==> src/rtl/wdt_pkg.sv <==
// Package: shared constants for the keyed-feed watchdog.
// Assumes a 32-bit register bus addressed by a 4-bit byte offset.
package wdt_pkg;
    localparam int DATA_W = 32;
    localparam int ADDR_W = 4;

    localparam logic [ADDR_W-1:0] OFS_MODE   = 4'h0;
    localparam logic [ADDR_W-1:0] OFS_RELOAD = 4'h4;
    localparam logic [ADDR_W-1:0] OFS_FEED   = 4'h8;
    localparam logic [ADDR_W-1:0] OFS_COUNT  = 4'hC;

    localparam logic [7:0] KEY_FIRST  = 8'hAA;
    localparam logic [7:0] KEY_SECOND = 8'h55;

    localparam int MODE_EN  = 0;
    localparam int MODE_RST = 1;
    localparam int MODE_TMO = 2;
endpackage

==> src/rtl/wdt_feed_seq.sv <==
// Module: tracks the two-byte feed key, arms the watchdog and flags broken
// sequences. Assumes each cycle with acc_i high is one bus access.
// Errors are reported through a one-stage pipeline so that the trigger lands
// in the second clock after the offending access.
module wdt_feed_seq
    import wdt_pkg::*;
(
    input  logic       clk,
    input  logic       rst_n,
    input  logic       acc_i,
    input  logic       wr_i,
    input  logic       is_feed_i,
    input  logic [7:0] byte_i,
    input  logic       en_i,
    output logic       feed_done_o,
    output logic       armed_o,
    output logic       err_o
);
    logic pending_q;
    logic armed_q;
    logic err_q;
    logic feed_wr;
    logic key1_wr;
    logic key2_wr;
    logic err_now;

    assign feed_wr     = acc_i && wr_i && is_feed_i;
    assign key1_wr     = feed_wr && (byte_i == KEY_FIRST);
    assign key2_wr     = feed_wr && (byte_i == KEY_SECOND);
    assign feed_done_o = key2_wr && pending_q;
    assign err_now     = acc_i && pending_q && armed_q && !key1_wr && !key2_wr;

    // Open the sequence on the first key byte; close it on any other access.
    always_ff @(posedge clk) begin
        if (!rst_n)     pending_q <= 1'b0;
        else if (acc_i) pending_q <= key1_wr;
    end

    // Arm on the first completed feed taken while enabled; only reset disarms.
    always_ff @(posedge clk) begin
        if (!rst_n)                  armed_q <= 1'b0;
        else if (feed_done_o && en_i) armed_q <= 1'b1;
    end

    // Delay a broken-sequence error by one stage.
    always_ff @(posedge clk) begin
        if (!rst_n) err_q <= 1'b0;
        else        err_q <= err_now;
    end

    assign armed_o = armed_q;
    assign err_o   = err_q;

    // an error stage never follows an unarmed watchdog
    p_err_needs_arm_r8: assert property (@(posedge clk) disable iff (!rst_n)
        err_q |-> armed_q);
endmodule

==> src/rtl/wdt_down_counter.sv <==
// Module: fixed prescaler and down-counter. Assumes load_i is a single-cycle
// strobe. The counter runs only while armed_i is high, stops at zero, and
// reports the step into zero as a one-cycle event.
module wdt_down_counter #(
    parameter int CNT_W      = 32,
    parameter int DIV        = 4,
    parameter int RELOAD_MIN = 255
) (
    input  logic             clk,
    input  logic             rst_n,
    input  logic             armed_i,
    input  logic             load_i,
    input  logic [CNT_W-1:0] reload_i,
    output logic [CNT_W-1:0] count_o,
    output logic             expire_o
);
    localparam int PRE_W = (DIV > 1) ? $clog2(DIV) : 1;
    localparam logic [PRE_W-1:0] PRE_LAST = PRE_W'(DIV - 1);

    logic [PRE_W-1:0] pre_q;
    logic [CNT_W-1:0] cnt_q;
    logic             tick;

    assign tick     = armed_i && (pre_q == PRE_LAST);
    assign expire_o = tick && !load_i && (cnt_q == CNT_W'(1));

    // Prescaler: restart on load, count while armed.
    always_ff @(posedge clk) begin
        if (!rst_n || load_i) pre_q <= '0;
        else if (tick)        pre_q <= '0;
        else if (armed_i)     pre_q <= pre_q + 1'b1;
    end

    // Counter: reload on feed, step down on tick, hold at zero.
    always_ff @(posedge clk) begin
        if (!rst_n)                      cnt_q <= CNT_W'(RELOAD_MIN);
        else if (load_i)                 cnt_q <= reload_i;
        else if (tick && cnt_q != '0)    cnt_q <= cnt_q - 1'b1;
    end

    assign count_o = cnt_q;

    // without arming or load the count never moves
    p_hold_unarmed_r4: assert property (@(posedge clk) disable iff (!rst_n)
        (!armed_i && !load_i) |=> $stable(cnt_q));
    // without load the count moves down by at most one per clock
    p_step_r5: assert property (@(posedge clk) disable iff (!rst_n)
        !load_i |=> (cnt_q == $past(cnt_q) || cnt_q == $past(cnt_q) - 1'b1));
endmodule

==> src/rtl/wdt_regs.sv <==
// Module: mode and reload registers, timeout flag, reset pulse and read mux.
// Assumes trigger_i is a one-cycle event from the counter or the feed checker.
// Enable bits become sticky once armed_i is high.
module wdt_regs
    import wdt_pkg::*;
#(
    parameter int CNT_W      = 32,
    parameter int RELOAD_MIN = 255
) (
    input  logic              clk,
    input  logic              rst_n,
    input  logic              acc_i,
    input  logic              wr_i,
    input  logic [ADDR_W-1:0] addr_i,
    input  logic [DATA_W-1:0] wdata_i,
    input  logic              armed_i,
    input  logic              trigger_i,
    input  logic [CNT_W-1:0]  count_i,
    output logic              en_o,
    output logic [CNT_W-1:0]  reload_o,
    output logic [DATA_W-1:0] rdata_o,
    output logic              flag_o,
    output logic              rst_req_o
);
    localparam logic [CNT_W-1:0] FLOOR = CNT_W'(RELOAD_MIN);

    logic             en_q;
    logic             rsten_q;
    logic             flag_q;
    logic             rst_q;
    logic [CNT_W-1:0] reload_q;
    logic [CNT_W-1:0] wr_val;
    logic             mode_wr;
    logic             reload_wr;

    assign mode_wr   = acc_i && wr_i && (addr_i == OFS_MODE);
    assign reload_wr = acc_i && wr_i && (addr_i == OFS_RELOAD);
    assign wr_val    = CNT_W'(wdata_i);

    // Enable bits: follow writes until armed, then only accept ones.
    always_ff @(posedge clk) begin
        if (!rst_n) begin
            en_q    <= 1'b0;
            rsten_q <= 1'b0;
        end else if (mode_wr) begin
            en_q    <= wdata_i[MODE_EN]  | (armed_i & en_q);
            rsten_q <= wdata_i[MODE_RST] | (armed_i & rsten_q);
        end
    end

    // Timeout flag: set by a trigger, cleared by writing zero; set wins.
    always_ff @(posedge clk) begin
        if (!rst_n)                          flag_q <= 1'b0;
        else if (trigger_i)                  flag_q <= 1'b1;
        else if (mode_wr && !wdata_i[MODE_TMO]) flag_q <= 1'b0;
    end

    // Reset request: one-cycle pulse per trigger when reset is enabled.
    always_ff @(posedge clk) begin
        if (!rst_n) rst_q <= 1'b0;
        else        rst_q <= trigger_i && rsten_q;
    end

    // Reload constant with a lower floor.
    always_ff @(posedge clk) begin
        if (!rst_n)         reload_q <= FLOOR;
        else if (reload_wr) reload_q <= (wr_val < FLOOR) ? FLOOR : wr_val;
    end

    // Read mux; the feed register and unmapped offsets read zero.
    always_comb begin
        unique case (addr_i)
            OFS_MODE:   rdata_o = DATA_W'({flag_q, rsten_q, en_q});
            OFS_RELOAD: rdata_o = DATA_W'(reload_q);
            OFS_COUNT:  rdata_o = DATA_W'(count_i);
            default:    rdata_o = '0;
        endcase
    end

    assign en_o      = en_q;
    assign reload_o  = reload_q;
    assign flag_o    = flag_q;
    assign rst_req_o = rst_q;

    // enable bits cannot be dropped while armed
    p_sticky_en_r10: assert property (@(posedge clk) disable iff (!rst_n)
        (armed_i && en_q) |=> en_q);
    p_sticky_rst_r10: assert property (@(posedge clk) disable iff (!rst_n)
        (armed_i && rsten_q) |=> rsten_q);
    // a reset pulse only appears with reset enable set
    p_rst_needs_enable_r6: assert property (@(posedge clk) disable iff (!rst_n)
        rst_q |-> rsten_q);
endmodule

==> src/rtl/wdog_feed_timer.sv <==
// Module: top of the keyed-feed watchdog. Joins the feed checker, the
// counter and the register file. Assumes one access per cycle with bus_sel
// high, and at least one edge of reset before use.
module wdog_feed_timer
    import wdt_pkg::*;
#(
    parameter int CNT_W      = 32,
    parameter int DIV        = 4,
    parameter int RELOAD_MIN = 255
) (
    input  logic              clk,
    input  logic              rst_n,
    input  logic              bus_sel,
    input  logic              bus_write,
    input  logic [ADDR_W-1:0] bus_addr,
    input  logic [DATA_W-1:0] bus_wdata,
    output logic [DATA_W-1:0] bus_rdata,
    output logic              irq,
    output logic              rst_req
);
    logic             en;
    logic             armed;
    logic             feed_done;
    logic             feed_err;
    logic             expire;
    logic             trigger;
    logic [CNT_W-1:0] reload;
    logic [CNT_W-1:0] count;

    assign trigger = expire || feed_err;

    wdt_feed_seq u_feed (
        .clk         (clk),
        .rst_n       (rst_n),
        .acc_i       (bus_sel),
        .wr_i        (bus_write),
        .is_feed_i   (bus_addr == OFS_FEED),
        .byte_i      (bus_wdata[7:0]),
        .en_i        (en),
        .feed_done_o (feed_done),
        .armed_o     (armed),
        .err_o       (feed_err)
    );

    wdt_down_counter #(
        .CNT_W      (CNT_W),
        .DIV        (DIV),
        .RELOAD_MIN (RELOAD_MIN)
    ) u_cnt (
        .clk      (clk),
        .rst_n    (rst_n),
        .armed_i  (armed),
        .load_i   (feed_done),
        .reload_i (reload),
        .count_o  (count),
        .expire_o (expire)
    );

    wdt_regs #(
        .CNT_W      (CNT_W),
        .RELOAD_MIN (RELOAD_MIN)
    ) u_regs (
        .clk       (clk),
        .rst_n     (rst_n),
        .acc_i     (bus_sel),
        .wr_i      (bus_write),
        .addr_i    (bus_addr),
        .wdata_i   (bus_wdata),
        .armed_i   (armed),
        .trigger_i (trigger),
        .count_i   (count),
        .en_o      (en),
        .reload_o  (reload),
        .rdata_o   (bus_rdata),
        .flag_o    (irq),
        .rst_req_o (rst_req)
    );

    // nothing fires before arming
    p_quiet_unarmed_r7: assert property (@(posedge clk) disable iff (!rst_n)
        !armed |-> (!irq && !rst_req));
    // the delayed error stage raises the interrupt on the next edge
    p_err_delay_r8: assert property (@(posedge clk) disable iff (!rst_n)
        feed_err |=> irq);
    // a clearing write with no trigger drops the interrupt
    p_flag_clear_r11: assert property (@(posedge clk) disable iff (!rst_n)
        (bus_sel && bus_write && bus_addr == OFS_MODE && !bus_wdata[MODE_TMO]
         && !trigger) |=> !irq);
endmodule

==> config.mk <==
export PLATFORM = sky130hd
export DESIGN_NAME = wdog_feed_timer
export DESIGN_NICKNAME = d
export VERILOG_FILES = /design/src/rtl/wdt_pkg.sv /design/src/rtl/wdt_feed_seq.sv /design/src/rtl/wdt_down_counter.sv /design/src/rtl/wdt_regs.sv /design/src/rtl/wdog_feed_timer.sv
export SDC_FILE = /design/constraint.sdc
export NUM_CORES = 1
export LEC_CHECK = 0
export ABC_AREA = 1
export BUFFER_PORTS_ARGS = -buffer_cell sky130_fd_sc_hd__buf_2
export CAP_MARGIN = 20
export CORE_ASPECT_RATIO = 1.5
export CORE_MARGIN = 2
export CORE_UTILIZATION = 40
export CTS_BUF_LIST = sky130_fd_sc_hd__clkbuf_16
export CTS_CLUSTER_DIAMETER = 30
export CTS_CLUSTER_SIZE = 10
export DETAILED_ROUTE_END_ITERATION = 8
export HOLD_SLACK_MARGIN = 0.1
export PLACE_DENSITY_LB_ADDON = 0.05
export RECOVER_POWER = 25
export SYNTH_ARGS = -nofsm -noshare
export SYNTH_HDL_FRONTEND = slang
export SYNTH_HIERARCHICAL = 1
export SYNTH_SLANG_ARGS = --single-unit
==> constraint.sdc <==
create_clock -name clk -period 1.9 [get_ports clk]
set_clock_uncertainty 0.15 [all_clocks]
set_input_delay 0.285 -clock clk [delete_from_list [all_inputs] [get_ports clk]]
set_output_delay 0.285 -clock clk [all_outputs]
set_load 0.02 [all_outputs]
* After elaboration in Yosys (flattened, before gate mapping) *
Index checks and enable logic that the tools add are counted.

cells by class
  reduce and logical (&&, ||, !) cells = 30
  $add $sub $neg = 2
  bitwise operators = 4
  multiplexer cells = 6
  $lt $le $gt $ge = 1
  eq/ne operators = 7

operator list
  operator               number
  $mux 32                3
  $pmux 32 s3            1
  $eq 32x1->1 const B    1
  $lt 32x8->1 const B    1
  $reduce_bool 32->1     1
  $sub 32x1->32 const B  1
  $logic_and 1x1->1      18
  $eq 4x4->1 const B     2
  $eq 8x7->1 const B     1
  $eq 8x8->1 const B     1
  $logic_not 1->1        5
  $eq 4x3->1 const B     1
  $logic_not 4->1        1
  $reduce_bool 2->1      2
  $add 2x1->2 const B    1
  $and 1x1->1            2
  $eq 2x2->1 const B     1
  $logic_or 1x1->1       2
  $mux 1                 2
  $or 1x1->1             2
  $reduce_or 2->1        1

storage, ports and cells
  logic and storage cells = 60
  register bits = 73
  input port bits = 40
  output and inout port bits = 34

* Logic depth before layout (Yosys ltp) *
  depth after elaboration = 9
  depth in mapped cells = 14
  mapped depth without buffers = 13

* Cells and area by module *
The synthesis kept the hierarchy.

by module, submodules not included
  module            cells each  instances  area each (um^2)
  wdt_down_counter  435         1          2,563.7
  wdt_regs          259         1          1,816.7
  wdt_feed_seq      35          1          202.7
  wdog_feed_timer   7           1          28.8

* Least setup slack after synthesis *
Ideal clock, no wire load.

  kind = input to register
  start = input bus_addr[2]
  end = register u_cnt.cnt_q[4] (netlist: u_cnt/count_o[4])
  library setup time = 0.133 ns
  arrival = 1.789 ns
  slack = -0.172 ns
  stages on the path = 13
  data required time = 1.617 ns
  buffers on the path = 2
  cell sequence = inv_1 -> nand2_1 -> nor2_1 -> nand3_2 -> inv_1 -> nand4_1 -> nor2_1 -> clkbuf_1 -> inv_1 -> clkbuf_1 -> or2_2 -> o211ai_1 -> nand3_1

on the way
  cells in the longest elaborated chain, start to end = 5
  elaborated cells between the ends (all ways) = 6
  classes of those cells = 1 x eq/ne; 1 x mux; 4 x reduce/logical

ends and longest elaborated chain
  what                                                 line                    RTL
  start: declaration                                   wdog_feed_timer.sv:15   input logic [ADDR_W-1:0] bus_addr,
  $eq 4x4->1 (*)                                       wdog_feed_timer.sv:37   .is_feed_i (bus_addr == OFS_FEED),
  $logic_and 1x1->1 (*)                                wdt_feed_seq.sv:27      assign feed_wr = acc_i && wr_i && is_feed_i;
  $logic_and 1x1->1 (*)                                wdt_feed_seq.sv:29      assign key2_wr = feed_wr && (byte_i == KEY_SECOND);
  $logic_and 1x1->1 (*)                                wdt_feed_seq.sv:30      assign feed_done_o = key2_wr && pending_q;
  named net feed_done                                  wdog_feed_timer.sv:23   logic feed_done;
  $mux 32 / $reduce_bool 2->1 (equally long branches)  --
  end signal: assignment                               wdt_down_counter.sv:36  if (!rst_n) cnt_q <= CNT_W'(RELOAD_MIN);
  end signal: assignment                               wdt_down_counter.sv:37  else if (load_i) cnt_q <= reload_i;
  end signal: assignment                               wdt_down_counter.sv:38  else if (tick && cnt_q != '0) cnt_q <= cnt_q - 1'b1;
  end: declaration                                     wdt_down_counter.sv:21  logic [CNT_W-1:0] cnt_q;

Mark *: on every way through the listed nets, which the timed path passes. The rest lies on a longest branch.
A chain may end at the register's enable or synchronous reset.

* Worst setup path after layout *
  start = register u_cnt.cnt_q[14] (netlist: u_cnt/count_o[14])
  end = register u_cnt.cnt_q[6] (netlist: u_cnt/count_o[6])

on the way
  cells in the longest elaborated chain, start to end = 3

ends and longest elaborated chain
  what                                line
  $reduce_bool 32->1                  wdt_down_counter.sv:38
  $logic_and 1x1->1                   wdt_down_counter.sv:38
  $reduce_bool 2->1 (no source line)  --

Every way passes these cells.

==> results.yml <==
cells_and_area:
  fin_cells: 1052
  postLayoutCoreUtil: 0.561
  area_delta_synth_final_pct: 38.1
  final_cell_mix: "nand2_1 (150), nor2_1 (138), buf_2 (69), dfxtp_1 (69), inv_1 (68)"
  nNetsFinal: 940
  drive_gt1_frac: 0.262
  num_antenna_cells: 0
  final_common_cell: "nand2_1"
power_and_ir_drop:
  powerDensity_mw_per_mm2: 554
  peakVddDrop_v: 0.000429
  power.static_leakage_nw: 3.11
sta:
  finalCriticalPeriod_ns: 1.85
  finalSetupViolCount: 0
  rsz0062_at_grt: "true"
  slew_headroom: 0.610
  finalCritPeriodShare: 0.976
  slew_violations: 0
  fmax_ghz: 0.539
  worstMarginPinSlew_ns: 0.585
  hold_viol_final: 0
detailed_routing:
  routed_via_density: 5.12
  drtIter0Drc: 272
  detail_route.first_pass.iterations: 6
  totalWireLength_mm: 16.7
  wl_per_cell_um: 15.9
  drc_errors: 0
  num_vias: 5388
  detail-route-antenna-nets: 0
setup_path:
  critPathRequiredTime_ns: 1.97
  setup.worst_path.end_class: "flop"
  critPathMaxFanout: 18
  startpoint_type: "flop"
  cp.arrival_ns: 1.92
  worstSetupPathType: "flop to flop"
outcome:
  status: "finished, final reports clean"
die:
  die_h_um: 136
  initial_core_util: 0.406
  ios: 74
  dieArea_mm2: 0.0124
  core-area_mm2: 0.0114
  dieWidth_um: 91.7
  num_rows: 48
job:
  maxCapViolations: 0
clocking:
  cts_made_buffers: 9
  cts_sinks: 73
  h-tree-depth: 3
  cts_buffer_depth: 2
  clock-root-buffer: "clkbuf_16"
  clkSlewWorstSetupHoldPaths_ns: 0.06
  clk_latency_ns: 0.34
  tritoncts: "done"
placed_design:
  io_buffers: 73
  gp_congestion: 0.949
  place_hpwl_mm: 12.4
  dpl.cell_count: 1007
global_routing:
  grt_max_degree: 36
  grt_use_total: 0.263
  grt_pass1_wl_mm: 25.3
  antenna_found_initial: 0
  grt_pass1_vias: 5045
  grt_overflow: 0
logic_synthesis:
  syn_area_mm2: 0.00461
  ys_seq_area_frac: 0.317
  syn_inst: 736
  avgSynthCellArea_um2: 6.27
  synth_cell_type_count: 37
  yosys_register_bits: 73
  synth_warnings: 6
  synthesis.nets: 779
min_path:
  min_path_type: "input pin to flop"
==> worst max-delay path, stage by stage, from the launching register on <==
cell and delay [ns]:
dfxtp_1 0.32, nor2_2 0.21, nand2_2 0.11, nor2_4 0.14, nand2_4 0.07, o21ai_4 0.20, nand2_4 0.11, buf_12 0.17
a21oi_1 0.16, o21ai_1 0.09
==> path summary, 6_finish.rpt <==
check / startpoint / to / slack (ns) / cells past startpoint
hold / removal: bus_wdata[3] / u_regs/reload_o[3]$_SDFFE_PN1P_ / 0.15 / 5
setup / recovery: u_cnt/count_o[14]$_SDFFE_PN0P_ / u_cnt/count_o[6]$_SDFFE_PN1P_ / 0.05 / 9
hold reg to reg: u_regs/rsten_q$_SDFFE_PN0N_ / u_regs/rst_req_o$_SDFF_PN0_ / 0.33 / 2
setup reg to reg: u_cnt/count_o[14]$_SDFFE_PN0P_ / u_cnt/count_o[6]$_SDFFE_PN1P_ / 0.05 / 9
==> routing by layer <==
metal,track usage,vias to the layer above,share of wire
met4,0.146,0,0.058
li1,-,2704,-
met5,0,-,0
met2,0.494,133,0.52
met1,0.276,2506,0.39
met3,0.0384,45,0.029
==> cells by family (layout without fill, tap and decap cells) <==
logic type,count (synthesis),after routing,share of synthesized area
buf+inv,108,274,0.0993
mux,4,4,0.00868
xor+xnor,10,10,0.0190
flops,73,73,0.317
simple gates,394,394,0.362
compound gates,144,144,0.186
fa+ha+maj,3,3,0.00814
==> where the power goes <==
part | internal (W) | leakage (nW) | switching [W]
logic | 0.000122 | 2.39 | 0.000134
clock network | 0.00102 | 0.137 | 0.000707
registers | 0.00154 | 0.589 | 0.00000959
total | 0.00268 | 3.11 | 0.000851
==> stage by stage <==
step                cell area (um^2)  setup TNS [ns]  hold WS (ns)  total power (W)  setup WS (ns)
detailed placement              5640           -6.54         0.301          0.00180         -0.297
finish                          6370               0         0.146          0.00353         0.0450
floorplan                       4620               0         0.270          0.00167         0.0106
global route                    6370          -0.243         0.169          0.00363        -0.0377
global placement                5640           -4.31         0.296          0.00179         -0.225
CTS                             6190               0         0.133          0.00354        0.00324
==> cell usage after synthesis <==
library cell	number	area, um^2
o21bai_1	1	7.51
nand4_1	5	31.3
inv_2	1	3.75
nor2_1	160	601
nand2_1	157	589
dfxtp_1	73	1460
and2_1	1	6.26
nand3_2	2	20.0
and3_1	1	6.26
a22o_1	29	254
o21ai_4	1	16.3
a31oi_1	1	6.26
inv_1	76	285
nor2_8	1	20.0
o21ai_1	10	50.1
nand2_4	2	22.5
ha_1	3	37.5
nor2_2	6	37.5
buf_4	2	15.0
xor2_1	5	43.8
buf_2	11	55.1
a21oi_1	34	170
o211ai_1	6	45.0
or2_1	1	6.26
or2_2	8	50.1
buf_6	4	45.0
xnor2_1	5	43.8
nor3_1	8	40.0
clkinv_2	1	5.00
nand3_1	34	170
nor2_4	3	33.8
nand2_2	2	12.5
o21ai_0	62	310
nor4_1	1	6.26
nand3b_1	2	15.0
clkbuf_1	13	48.8
mux2i_1	4	40.0
==> layout make-up <==
cell class              count  area (um^2)
clock inverters             7         70.1
clock buffers               9          225
repair buffers            180         1310
fillers                  1143         4980
multi-input cells         555         2810
well taps                 150          188
flip-flops and latches     73         1470
inverters                  78          297
==> what timing repair did <==
action                                  in CTS  in global routing
setup buffers                                1                  3
hold buffers                                24                  0
endpoints found under the hold margin       24                  0
gates resized for setup                      5                 60
endpoints found under the setup margin       8                 37
gates cloned                                 0                  1
pin swaps                                    1                 13
Note: power is estimated with default switching activity, not from simulation.
